## src/rtl/tricap_pkg.sv

```systemverilog
package tricap_pkg;
  localparam int FRAMES_PER_SET = 3;
  localparam int POS_W = $clog2(FRAMES_PER_SET + 1);
  localparam int ST_DONE_BIT = 2;
  localparam int ST_CHG_BIT = 3;
  localparam int ST_DROP_LSB = 8;

  typedef enum logic [1:0] {
    SEL_FSIZE = 2'd0,
    SEL_CTRL  = 2'd1,
    SEL_STAT  = 2'd2,
    SEL_CABLE = 2'd3
  } reg_sel_e;

  // 1-based position of the oldest captured, untransferred frame; 0 if none
  function automatic logic [POS_W-1:0] next_pending(input logic [POS_W-1:0] cap,
                                                    input logic [POS_W-1:0] xfr);
    return (xfr < cap) ? POS_W'(xfr + 1'b1) : '0;
  endfunction
endpackage

```

## src/rtl/tricap_seq.sv

```systemverilog
module tricap_seq
  import tricap_pkg::*;
(
  input  logic             clk,
  input  logic             rst_n,
  input  logic             hold_clear,
  input  logic             frame_rdy,
  input  logic             dma_done,
  output logic [POS_W-1:0] pend_idx,
  output logic             done_ev,
  output logic             drop_ev,
  output logic             frame_take
);
  localparam logic [POS_W-1:0] FULL = POS_W'(FRAMES_PER_SET);

  logic [POS_W-1:0] cap_q, xfr_q, cap_d, xfr_d;

  always_comb begin
    cap_d      = cap_q;
    xfr_d      = xfr_q;
    done_ev    = 1'b0;
    drop_ev    = 1'b0;
    frame_take = 1'b0;
    if (hold_clear) begin
      cap_d = '0;
      xfr_d = '0;
    end else begin
      if (dma_done && (xfr_q < cap_q)) begin
        xfr_d   = xfr_q + 1'b1;
        done_ev = 1'b1;
      end
      if (frame_rdy) begin
        frame_take = 1'b1;
        if (cap_q == FULL) begin
          drop_ev = (xfr_d != FULL);
          cap_d   = POS_W'(1);
          xfr_d   = '0;
        end else begin
          cap_d = cap_q + 1'b1;
        end
      end
    end
  end

  always_ff @(posedge clk or negedge rst_n) begin
    if (!rst_n) begin
      cap_q <= '0;
      xfr_q <= '0;
    end else begin
      cap_q <= cap_d;
      xfr_q <= xfr_d;
    end
  end

  assign pend_idx = next_pending(cap_q, xfr_q);

  assert_advance_R4: assert property (@(posedge clk) disable iff (!rst_n)
    (done_ev && !frame_take) |=> (pend_idx == '0 || pend_idx == $past(pend_idx) + 1'b1));

  assert_new_set_R6: assert property (@(posedge clk) disable iff (!rst_n)
    drop_ev |=> (pend_idx == POS_W'(1)));

  assert_flush_R8: assert property (@(posedge clk) disable iff (!rst_n)
    hold_clear |=> (pend_idx == '0));
endmodule

```

## src/rtl/tricap_dropcnt.sv

```systemverilog
module tricap_dropcnt #(
  parameter int CNT_W = 8
) (
  input  logic             clk,
  input  logic             rst_n,
  input  logic             inc,
  input  logic             clr,
  output logic [CNT_W-1:0] count
);
  localparam logic [CNT_W-1:0] TOP = {CNT_W{1'b1}};

  function automatic logic [CNT_W-1:0] sat_next(input logic [CNT_W-1:0] cur,
                                                input logic up, input logic wipe);
    if (wipe) return up ? CNT_W'(1) : '0;
    if (up && cur != TOP) return cur + 1'b1;
    return cur;
  endfunction

  always_ff @(posedge clk or negedge rst_n) begin
    if (!rst_n) count <= '0;
    else        count <= sat_next(count, inc, clr);
  end

  assert_no_overflow_R7: assert property (@(posedge clk) disable iff (!rst_n)
    !clr |=> (count >= $past(count)));

  assert_read_clear_R7: assert property (@(posedge clk) disable iff (!rst_n)
    clr |=> (count <= CNT_W'(1)));
endmodule

```

## src/rtl/tricap_cable.sv

```systemverilog
module tricap_cable (
  input  logic clk,
  input  logic rst_n,
  input  logic cable_in,
  output logic chg_ev
);
  logic prev_q, valid_q;

  always_ff @(posedge clk or negedge rst_n) begin
    if (!rst_n) begin
      prev_q  <= 1'b0;
      valid_q <= 1'b0;
    end else begin
      prev_q  <= cable_in;
      valid_q <= 1'b1;
    end
  end

  assign chg_ev = valid_q && (cable_in != prev_q);
endmodule

```

## src/rtl/tri_capture_ctl.sv

```systemverilog
module tri_capture_ctl
  import tricap_pkg::*;
#(
  parameter logic [31:0] FRAME_PAGES = 32'd5,
  parameter int          DROP_W      = 8
) (
  input  logic        clk,
  input  logic        rst_n,
  input  logic        bus_wr,
  input  logic        bus_rd,
  input  logic [3:0]  bus_addr,
  input  logic [31:0] bus_wdata,
  output logic [31:0] bus_rdata,
  input  logic        frame_rdy,
  input  logic        dma_done,
  input  logic        cable_in,
  output logic        irq
);
  reg_sel_e         sel;
  logic [1:0]       ctrl_q;
  logic             done_q, chg_q;
  logic             wr_ctrl, wr_stat, rd_stat, hold_clear;
  logic [POS_W-1:0] pend_idx;
  logic             done_ev, drop_ev, frame_take, chg_ev;
  logic [DROP_W-1:0] drop_cnt;
  logic [31:0]      stat_word;
  logic             unused_bits;

  assign sel        = reg_sel_e'(bus_addr[3:2]);
  assign wr_ctrl    = bus_wr && (sel == SEL_CTRL);
  assign wr_stat    = bus_wr && (sel == SEL_STAT);
  assign rd_stat    = bus_rd && (sel == SEL_STAT);
  assign hold_clear = !ctrl_q[0] || !cable_in;
  assign unused_bits = ^{bus_addr[1:0], bus_wdata[31:4]};

  tricap_seq i_seq (
    .clk(clk), .rst_n(rst_n), .hold_clear(hold_clear), .frame_rdy(frame_rdy),
    .dma_done(dma_done), .pend_idx(pend_idx), .done_ev(done_ev),
    .drop_ev(drop_ev), .frame_take(frame_take)
  );

  tricap_dropcnt #(.CNT_W(DROP_W)) i_drop (
    .clk(clk), .rst_n(rst_n), .inc(drop_ev), .clr(rd_stat), .count(drop_cnt)
  );

  tricap_cable i_cable (
    .clk(clk), .rst_n(rst_n), .cable_in(cable_in), .chg_ev(chg_ev)
  );

  always_ff @(posedge clk or negedge rst_n) begin
    if (!rst_n) begin
      ctrl_q <= '0;
      done_q <= 1'b0;
      chg_q  <= 1'b0;
    end else begin
      if (wr_ctrl) ctrl_q <= bus_wdata[1:0];
      done_q <= (done_q && !(wr_stat && bus_wdata[ST_DONE_BIT])) || done_ev;
      chg_q  <= (chg_q && !(wr_stat && bus_wdata[ST_CHG_BIT])) || chg_ev;
    end
  end

  always_comb begin
    stat_word = '0;
    stat_word[POS_W-1:0] = pend_idx;
    stat_word[ST_DONE_BIT] = done_q;
    stat_word[ST_CHG_BIT] = chg_q;
    stat_word[ST_DROP_LSB +: DROP_W] = drop_cnt;
  end

  always_comb begin
    unique case (sel)
      SEL_FSIZE: bus_rdata = FRAME_PAGES;
      SEL_CTRL:  bus_rdata = {30'd0, ctrl_q};
      SEL_STAT:  bus_rdata = stat_word;
      default:   bus_rdata = {31'd0, cable_in};
    endcase
  end

  assign irq = (ctrl_q[0] && (pend_idx != '0 || done_q)) || (ctrl_q[1] && chg_q);

  assert_done_set_R4: assert property (@(posedge clk) disable iff (!rst_n)
    done_ev |=> done_q);

  assert_chg_set_R9: assert property (@(posedge clk) disable iff (!rst_n)
    chg_ev |=> chg_q);

  assert_clear_wins_R5: assert property (@(posedge clk) disable iff (!rst_n)
    (wr_stat && bus_wdata[ST_DONE_BIT] && !done_ev) |=> !done_q);
endmodule

```

## config.mk

```make
export PLATFORM = sky130hd
export DESIGN_NAME = tri_capture_ctl
export DESIGN_NICKNAME = d
export VERILOG_FILES = /design/src/rtl/tricap_pkg.sv /design/src/rtl/tricap_seq.sv /design/src/rtl/tricap_dropcnt.sv /design/src/rtl/tricap_cable.sv /design/src/rtl/tri_capture_ctl.sv
export SDC_FILE = /design/constraint.sdc
export NUM_CORES = 1
export LEC_CHECK = 0
export BUFFER_PORTS_ARGS = -buffer_cell sky130_fd_sc_hd__buf_2
export CORE_UTILIZATION = 46
export DETAILED_ROUTE_END_ITERATION = 12
export GPL_ROUTABILITY_DRIVEN = 0
export PLACE_DENSITY_LB_ADDON = 0.25
export SYNTH_ARGS = -nofsm -noshare
export SYNTH_HDL_FRONTEND = slang
export SYNTH_SLANG_ARGS = --single-unit
```

## constraint.sdc

```tcl
create_clock -name clk -period 5.3 [get_ports clk]
set_clock_uncertainty 0.05 [all_clocks]
set_input_delay 1.59 -clock clk [delete_from_list [all_inputs] [get_ports clk]]
set_output_delay 1.59 -clock clk [all_outputs]
set_load 0.01 [all_outputs]
```

### Yosys cells after proc, flatten, opt, wreduce, memory -nomap -nowiden

Cells that the tools add are included.

* register bits after elaboration: 18
* bits of input ports: 43

* mux-type cells: 23
* eq/ne operators: 6
* reduce and logical (&&, ||, !) cells: 25
* order comparisons: 1
* $add $sub $neg: 3

Operator list (number)
* $pmux 16 s3: 1
* $mux 8: 4
* $mux 2: 9
* $logic_and 1x1->1: 12
* $mux 1: 9
* $add 8x1->8 const B: 1
* $ne 8x8->1 const B: 1
* $reduce_bool 2->1: 3
* $logic_or 1x1->1: 5
* $add 2x1->2 const B: 2
* $eq 2x2->1 const B: 2
* $logic_not 1->1: 4
* $eq 2x1->1 const B: 1
* $logic_not 2->1: 1
* $lt 2x2->1: 1
* $ne 2x2->1 const B: 1
* $ne 1x1->1: 1

### Longest topological paths before layout

* depth after elaboration: 13
* gate-level depth with buffers: 7
* gate-level depth less buffers: 7

### Cells and area by module

From an unflattened synthesis, not the netlist that was laid out.

* cells, all modules: 135
* area total of the unflattened synthesis: 1253.7 um2

By module, submodules not included
* tri_capture_ctl: instances 1, cells an instance 55, sequential area each 100.1 um2, area each 459.2 um2
* tricap_dropcnt: instances 1, cells an instance 42, sequential area each 200.2 um2, area each 434.2 um2
* tricap_seq: instances 1, cells an instance 33, sequential area each 100.1 um2, area each 291.5 um2
* tricap_cable: instances 1, cells an instance 5, sequential area each 50.0 um2, area each 68.8 um2

### Worst setup path after synthesis

Ideal clock, no wire load.

* path type: in2out
* start: input bus_addr[3]
* end: output bus_rdata[1]
* required time: 3.660 ns
* stages: 3
* buffers on the path: 1
* data arrival time: 2.276 ns
* slack: 1.384 ns
* path through: nor2b_1 -> clkbuf_1 -> a32o_1

* longest elaborated chain between the ends: 2
* elaborated cells on any way between the ends: 4
* those cells by class: eq/ne (2); mux (1); reduce/logical (1)

RTL lines
* start: declaration: line tri_capture_ctl.sv:11 `input logic [3:0] bus_addr,`
* $eq 2x2->1, or another cell as far along: line tri_capture_ctl.sv:71 `unique case (sel)`
* $pmux 16 s3 *: line tri_capture_ctl.sv:71
* end: declaration: line tri_capture_ctl.sv:13 `output logic [31:0] bus_rdata,`

Mark *: on every way between the ends. The rest lies on a longest branch, timed or not.

### Worst setup path in the final report

Ends and elaborated chain as after synthesis.

==> flow_metrics.py <==
metrics = {
    "floorplan": {
        "ios": 76,
        "num_rows": 18,
        "die_h_microns": 54.1,
        "fp.coreArea_sq_mm": 0.00252,
        "die-area_sq_mm": 0.00293,
        "fp.dieW_microns": 54.1,
        "initial_core_util": 0.496,
    },
    "worst_setup_path": {
        "arrival_ns": 2.76,
        "required_ns": 3.66,
        "endpoint_kind": "primary output",
        "path_max_fanout": 14,
        "reg2reg_from": "i_seq.xfr_q[1]$_DFF_PN0_",
        "crit_slowest_cell": "nor2b_1",
        "crit_path_max_incr_delay_ns": 0.65,
        "crit_type": "in -> out",
        "rr_worst_depth": 6,
        "r2r_slack_ns": 3.12,
        "crit_top_cell": "buf_2",
        "crit_chain": "buf_2 > nor2b_1 > a32o_1 > buf_2",
        "start_kind": "input port",
        "r2r-end": "i_drop.count[6]$_DFFE_PN0P_",
    },
    "clock_network": {
        "h-tree-depth": 1,
        "cts_tree": "yes",
        "cts-root-buf": "clkbuf_4",
        "cts_setup_buffers": 0,
        "clockBufferDepth": 2,
        "clock_latency_ns": 0.29,
        "cts_made_buffers": 3,
        "clock_sinks": 18,
        "cts_resized": 0,
        "path_clk_slew_ns": 0.11,
        "holdBufCountCts": 0,
    },
    "worst_hold_path": {
        "holdPathStages": 1,
        "min-delay-start": "i_cable.valid_q$_DFF_PN0_",
        "hp-class": "reg -> reg",
        "whs_endpoint": "chg_q$_DFF_PN0_",
    },
    "yosys": {
        "synth-async-reset-ratio": 1.00,
        "ys.flop_type": "dfrtp_1",
        "synth_cells": 135,
        "synth_edf_count": 0,
        "syn-cell-area_sq_mm": 0.00125,
        "yosysWarnings": 0,
        "synth-seq-cells": 18,
        "synth.distinct_cells": 38,
        "yosysSeqAreaShare": 0.360,
        "synth_area_per_cell_sq_um": 9.26,
    },
    "timing": {
        "setup_viol": 0,
        "rsz0062_at_grt": "no",
        "timing.fmax_mhz": 227,
        "period_share": 0.830,
        "fin_tns_setup_ns": 0,
        "final.min_clock_period_ns": 4.40,
        "worst_pin_slew_ns": 0.798,
        "slew_viol_final": 0,
        "relSlewSlack": 0.467,
        "hold_violations": 0,
        "hold_ws_ns": 0.439,
    },
    "drt": {
        "routed_wirelength_microns": 2280,
        "num_vias": 956,
        "final_antenna_net_count": 0,
        "viasPerCell": 5.01,
        "dr.pass1.iters": 4,
        "dr.first_iter.drc_count": 17,
        "routedWlPerCell_microns": 11.9,
        "drcViolationCount": 0,
    },
    "place": {
        "hpwl_microns": 1800,
        "numPortBuffers": 25,
    },
    "global_routing": {
        "grt_max_degree": 19,
        "grt_antenna_before_repair": 0,
        "grt_pass1_vias": 860,
        "overflow": 0,
        "grt_first_pass_wirelength_microns": 3680,
        "grt.total_usage": 0.174,
    },
    "power_and_ir_drop": {
        "power_density_mw_per_mm2": 216,
        "ir_drop_uv": 133,
        "power.leakage_nw": 0.673,
    },
    "job": {
        "cap_violations": 0,
    },
    "final_layout": {
        "area.growth.synth_to_final_pct": 9.01,
        "num_antenna_cells": 0,
        "fin_nets": 209,
        "drive_above_1_share": 0.242,
    },
    "run_status": {
        "status": "finished clean",
    },
}
layout make-up:
class	count	area, sq um
timing repair buffer	25	125
multi-input combinational	109	694
fill	253	1160
inverter	5	18.8
sequential	18	450
tap	30	37.5
clock buffer	4	36.3
per-stage QoR:
| step | cell area (sq um) | setup slack (ns) | utilization | power (W) | instances |
|---|---|---|---|---|---|
| final | 1360 | 0.899 | 0.540 | 0.000294 | 191 |
| after global routing | 1360 | 0.709 | 0.540 | 0.000313 | 191 |
| after CTS | 1360 | 0.832 | 0.540 | 0.000299 | 191 |
| after detailed placement | 1330 | 0.842 | 0.526 | 0.000213 | 187 |
| after global placement | 1330 | 0.931 | 0.526 | 0.000211 | 187 |
| after floorplan | 1320 | 1.38 | - | 0.000203 | 154 |
synthesized netlist by cell type (2+ instances only):
| master | instances | area (sq um) |
|---|---|---|
| buf_4 | 20 | 150 |
| dfrtp_1 | 18 | 450 |
| nand2_1 | 13 | 48.8 |
| nor2_1 | 11 | 41.3 |
| and2_1 | 10 | 62.6 |
| a21oi_1 | 6 | 30.0 |
| inv_1 | 5 | 18.8 |
| ha_1 | 4 | 50.1 |
| xnor2_1 | 4 | 35.0 |
| a211oi_1 | 3 | 22.5 |
| nand3_1 | 3 | 15.0 |
| a2111oi_2 | 2 | 30.0 |
| a21o_1 | 2 | 15.0 |
| a31oi_1 | 2 | 12.5 |
| a41o_1 | 2 | 20.0 |
| clkbuf_1 | 2 | 7.51 |
| conb_1 | 2 | 7.51 |
| mux2_2 | 2 | 22.5 |
| nand2b_1 | 2 | 12.5 |
| nor2b_1 | 2 | 12.5 |
| o21ai_1 | 2 | 10.0 |
| xor2_1 | 2 | 17.5 |
routing by layer:
layer	routed length [microns]	part of all wire	up-vias	GRT usage
li1	-	-	480	-
met1	998	0.44	439	0.211
met2	1140	0.50	33	0.313
met3	125	0.055	4	0.0254
met4	16	0.0070	0	0.0513
met5	0	0	-	0
flip-flops by register name, indices dropped and copies added (netlist names):
register / count
done_q: 1
i_seq.cap_q: 2
i_drop.count: 8
ctrl_q: 2
i_cable.valid_q: 1
i_seq.xfr_q: 2
chg_q: 1
i_cable.prev_q: 1
how the worst max path moves through the flow:
stage | start | end | slack (ns)
3_5_place_dp | bus_addr[3] | bus_rdata[1] | 0.84
5_1_grt | bus_addr[3] | bus_rdata[1] | 0.71
6_report | bus_addr[3] | bus_rdata[1] | 0.90
4_1_cts | bus_addr[3] | bus_rdata[1] | 0.83
3_3_place_gp | bus_addr[3] | bus_rdata[1] | 0.93
2_1_floorplan | bus_addr[3] | bus_rdata[1] | 1.38
cell families after synthesis:
logic type,Yosys count,synth area share
other cells,2,0.00601
buf+inv,27,0.141
xor+xnor,6,0.0420
compound gates,27,0.175
mux,3,0.0260
fa+ha+maj,4,0.0400
flops,18,0.360
simple gates,48,0.209
placed cells by master (no fill, tap or decap), types with 2 or more instances in the layout:
master	instances
buf_2	25
conb_1	21
xor2_1	2
nor2_1	11
a21o_1	2
clkbuf_4	3
a211oi_1	3
nand3_1	3
dfrtp_1	18
and2_1	10
o21ai_1	2
mux2_2	2
a21oi_1	6
a41o_1	2
nor2b_1	2
xnor2_1	4
inv_1	5
nand2_1	13
a2111oi_2	2
nand2b_1	2
a31oi_1	2
ha_1	4
worst max-delay path: cells and delay by family:
family / cells / cell delay (ns)
AOI/OAI and AO/OA: 1 / 0.29
buffers and inverters: 2 / 0.23
and+or+nand+nor: 1 / 0.65
report_power, final:
part | switching, W | internal [W] | leakage (nW)
sequential | 0.00000737 | 0.000146 | 0.236
clock | 0.0000431 | 0.0000418 | 0.0210
combinational | 0.0000341 | 0.0000221 | 0.416
(Power assumes the default switching activity.)
